**src/rtl/simt_reconv_stack.sv**
```systemverilog
module simt_reconv_stack #(
  parameter int THREADS = 4,
  parameter int DEPTH   = 8,
  parameter int PC_W    = 32
) (
  input  logic               clk,
  input  logic               rst_n,
  input  logic               split_i,
  input  logic               join_i,
  input  logic [THREADS-1:0] cur_mask_i,
  input  logic [THREADS-1:0] pred_i,
  input  logic [PC_W-1:0]    pc_i,
  output logic [THREADS-1:0] next_mask_o,
  output logic               redirect_o,
  output logic [PC_W-1:0]    redirect_pc_o,
  output logic               err_o
);
  localparam int CW = $clog2(DEPTH + 1);
  localparam int AW = (DEPTH > 1) ? $clog2(DEPTH) : 1;

  logic [THREADS-1:0] mask_q [DEPTH];
  logic [PC_W-1:0]    pc_q   [DEPTH];
  logic [DEPTH-1:0]   uni_q, ft_q;
  logic [CW-1:0]      cnt_q;
  logic [THREADS-1:0] act_q;
  logic               redir_q, err_q;
  logic [PC_W-1:0]    rpc_q;

  logic [THREADS-1:0] taken;
  logic               uniform, do_split, do_join, no_room, empty;
  logic               ok_split, ok_join, bad;
  logic [AW-1:0]      top, wr0, wr1;

  assign taken    = cur_mask_i & pred_i;
  assign uniform  = (taken == cur_mask_i) || (taken == '0);
  assign do_split = split_i & ~join_i;
  assign do_join  = join_i & ~split_i;
  assign no_room  = (int'(cnt_q) + (uniform ? 1 : 2)) > DEPTH;
  assign empty    = (cnt_q == '0);
  assign ok_split = do_split & ~no_room;
  assign ok_join  = do_join & ~empty;
  assign bad      = (split_i & join_i) | (do_split & no_room) | (do_join & empty);
  assign top      = AW'(cnt_q - CW'(1));
  assign wr0      = AW'(cnt_q);
  assign wr1      = AW'(cnt_q + CW'(1));

  always_ff @(posedge clk) begin
    if (ok_split) begin
      mask_q[wr0] <= cur_mask_i;
      pc_q[wr0]   <= pc_i;
      uni_q[wr0]  <= uniform;
      ft_q[wr0]   <= 1'b1;
      if (!uniform) begin
        mask_q[wr1] <= taken;
        pc_q[wr1]   <= pc_i;
        uni_q[wr1]  <= 1'b0;
        ft_q[wr1]   <= 1'b0;
      end
    end
  end

  always_ff @(posedge clk or negedge rst_n) begin
    if (!rst_n) begin
      cnt_q   <= '0;
      act_q   <= '1;
      redir_q <= 1'b0;
      rpc_q   <= '0;
      err_q   <= 1'b0;
    end else begin
      err_q   <= err_q | bad;
      redir_q <= 1'b0;
      rpc_q   <= '0;
      if (ok_split) begin
        cnt_q <= cnt_q + (uniform ? CW'(1) : CW'(2));
        act_q <= uniform ? cur_mask_i : (cur_mask_i & ~pred_i);
      end else if (ok_join) begin
        cnt_q <= cnt_q - CW'(1);
        act_q <= mask_q[top];
        if (!uni_q[top] && !ft_q[top]) begin
          redir_q <= 1'b1;
          rpc_q   <= pc_q[top];
        end
      end
    end
  end

  assign next_mask_o   = act_q;
  assign redirect_o    = redir_q;
  assign redirect_pc_o = rpc_q;
  assign err_o         = err_q;
endmodule

```
**config.mk**
```make
export PLATFORM = sky130hd
export DESIGN_NAME = simt_reconv_stack
export DESIGN_NICKNAME = d
export VERILOG_FILES = /design/src/rtl/simt_reconv_stack.sv
export SDC_FILE = /design/constraint.sdc
export NUM_CORES = 1
export LEC_CHECK = 0
export BUFFER_PORTS_ARGS = -buffer_cell sky130_fd_sc_hd__buf_2
export CAP_MARGIN = 20
export CORE_AREA = 2 2 189 191
export CTS_CLUSTER_DIAMETER = 150
export CTS_CLUSTER_SIZE = 12
export DETAILED_ROUTE_END_ITERATION = 8
export DIE_AREA = 0 0 191 193
export PLACE_DENSITY_LB_ADDON = 0.2
export SYNTH_ARGS = -nofsm -noshare
export SYNTH_HDL_FRONTEND = slang
export SYNTH_SLANG_ARGS = --single-unit
export TNS_END_PERCENT = 5
```
**constraint.sdc**
```tcl
create_clock -name clk -period 4.5 [get_ports clk]
set_input_delay 0.225 -clock clk [delete_from_list [all_inputs] [get_ports clk]]
set_output_delay 0.225 -clock clk [all_outputs]
set_load 0.05 [all_outputs]
```
==> flow_metrics.tcl <==
set metrics [dict create \
    status "completed" \
    grt_pass1_wl_mm 45.8 \
    timing.final.crit_period_ns 3.54 \
    p_per_area_nw_per_um2 656 \
    synth_common_cells "304 x edfxtp_1, 83 x nand2_1, 72 x mux4_2, 43 x a21oi_1, 38 x dfrtp_1" \
    cts.path.max_buffers 3 \
    hold_class "input port to flip-flop" \
    finalWorstSetupSlack_ns 0.958 \
    dp_hpwl_mm 17.0 \
    track_usage 0.164 \
    grt.met2_usage 0.272 \
    grt_pass1_vias 7615 \
    max_stage_delay_ns 0.80 \
    critPathMaxFanout 25 \
    critical_path_required_ns 4.90 \
    top_usage_layer "met2" \
    core_sq_um 35000 \
    holdWs_ns 0.0227 \
    cts_sinks 346 \
    p_total_mw 10.6 \
    synth_seq_area_share 0.740 \
    wl_per_cell_um 21.3 \
    rsz0062_at_grt "no" \
    ys.flop_type "edfxtp_1" \
    drt_pre_antenna_iters 5 \
    slew_headroom 0.308 \
    cts_buffers 34 \
    finalCritPeriodShare 0.787 \
    layout.nets 942 \
    crit_path_end_kind "flip-flop" \
    worstPathArrival_ns 3.94 \
    timing.fmax_mhz 282 \
    fin_util 0.461 \
    place_ws_ns 0.524 \
    syn-cell-area_sq_um 13800 \
    synth_area_leaders "edfxtp_1 66%, mux4_2 12%, dfrtp_1 6.9%" \
    slew_viol_final 0 \
    h-tree-depth 2 \
    ys_ff_latch 346 \
    yosys_warnings 0 \
    grt_max_degree 44 \
    antenna_cells 0 \
    worst_pin_slew_ns 1.04 \
    num_vias 7249 \
    drc_errors 0 \
    clk_latency_ns 0.51 \
    power.leakage_nw 5.52 \
    cts-root-buf "clkbuf_16" \
    portBuffers 81 \
    synth.avg_cell_area_sq_um 17.8 \
    critPathSlowestCell "o21ai_2" \
    placedCellCount 1294 \
    drv_cap 0 \
    fin_tns_setup_ns 0 \
    final_cells 1379 \
    worstPathCellList "ha_1 -> fa_1 -> xor2_1 -> nor3_1 -> o21ai_2 -> inv_2 -> a221o_1" \
    syn-num-nets 821 \
    die_area_sq_um 36900 \
    post_drt_via_cell_ratio 5.26 \
    crit_type "flip-flop to flip-flop" \
    area_growth_pct 17.1 \
    pin_count 82 \
    layout-drive-gt1-share 0.261 \
    gr-usage-met1 0.228 \
    hold_violations 0 \
    vdd_drop_max_mv 0.571 \
    synth-edff-count 304 \
    placed_area_sq_um 14900 \
    netlist.area_leader.share 0.663 \
    synth_top_cell_by_area "edfxtp_1" \
    postLayoutCellArea_sq_um 16100 \
    place_congestion 0.794 \
    postSynthCellCount 772 \
    drtIter0Drc 499 \
    synth_cell_types 56 \
    grt_antenna_before_repair 0 \
    start_util 0.394 \
    clk_pin_slew_ns 0.06 \
    met3_usage 0.0226 \
    die-width_um 191 \
    start_kind "flip-flop" \
    skew_ns 0.0126 \
    wirelength_mm 29.4 \
    async_flop_share 0.121 \
    finalSetupViolCount 0 \
    ant_nets 0 \
    dieHeight_um 193 \
    cts_tree "yes" \
    synth_most_common_cell "edfxtp_1" \
    std_cell_rows 69 \
    gr-total-overflow 0 \
]
==> cell families (layout without fill, tap and decap cells) <==
family	after synthesis	count (layout)	share of synthesized area
buf+inv	50	196	0.0186
xor+xnor	5	5	0.00318
flops	346	346	0.740
compound gates	128	128	0.0604
simple gates	165	165	0.0540
mux	73	73	0.119
fa+ha+maj	5	5	0.00509
==> state kept, by name (all words and copies together) (netlist names) <==
name / count
pc_q: 256
mask_q: 32
redirect_pc_o: 32
ft_q: 8
uni_q: 8
cnt_q: 4
next_mask_o: 4
err_o: 1
redirect_o: 1
==> layer usage <==
| metal | share of wire | vias up |
|---|---|---|
| met5 | 0 | - |
| li1 | - | 3285 |
| met4 | 0.022 | 0 |
| met2 | 0.49 | 162 |
| met1 | 0.45 | 3764 |
| met3 | 0.040 | 38 |
==> cells in the final DEF, fill, tap and decap left out, types with 3 or more instances in the layout <==
cell and n:
edfxtp_1 304, mux4_2 72, a221oi_1 6, nor3_2 4, a32oi_1 4, xor2_1 3, a21oi_4 4, or3_1 4
nand3_1 11, nor3_1 6, a21boi_0 32, buf_12 4, o21ai_0 15, nor2_1 30, nand2b_1 7, nand2_1 83
nor2b_1 4, a21oi_1 39, buf_2 81, dlygate4sd3_1 24, o21ai_1 7, clkbuf_16 35, ha_1 3, a221o_1 3
dfrtp_1 37, buf_4 19, nor2_4 4, clkbuf_1 23, inv_1 5, dfstp_2 4
==> worst paths after layout <==
check | cells past startpoint | start | end | slack (ns)
max in group asynchronous | 3 | rst_n | next_mask_o[3] | 3.46
hold / removal | 1 | pc_i[19] | pc_q[6][19] | 0.02
min in group asynchronous | 2 | rst_n | cnt_q[2] | 0.24
setup / recovery | 7 | cnt_q[0] | cnt_q[1] | 0.96
hold reg to reg | 1 | err_o | err_o | 0.48
setup reg to reg | 7 | cnt_q[0] | cnt_q[1] | 0.96
==> what timing repair did <==
| action | CTS | global route |
|---|---|---|
| setup buffers | 0 | 0 |
| resized for setup | 0 | 0 |
| hold buffers | 24 | 0 |
| endpoints found under the hold margin | 183 | 0 |
==> cell type report <==
type,instances,area [sq um]
multi-input combinational,376,3440
clock buffer,59,976
timing repair buffer,128,868
fill,3071,18900
inverter,7,33.8
tap,461,577
clock inverter,2,28.8
sequential,346,10200
==> report_power, final <==
group	internal (mW)	total (mW)	leakage [nW]	switching, mW
logic	1.40	3.73	1.74	2.33
registers	4.00	4.20	3.30	0.197
clock network	1.48	2.64	0.480	1.16
==> worst max-delay path, delay by kind of cell (launching register included) <==
| family | cells | cell delay [ns] |
|---|---|---|
| AOI/OAI and AO/OA | 2 | 1.27 |
| xor gates and xnor gates | 1 | 0.16 |
| adders and majority gates | 2 | 0.77 |
| buffers and inverters | 1 | 0.49 |
| DFF | 1 | 0.65 |
| and+or+nand+nor | 1 | 0.08 |
Note: power is estimated with default switching activity, not from simulation.
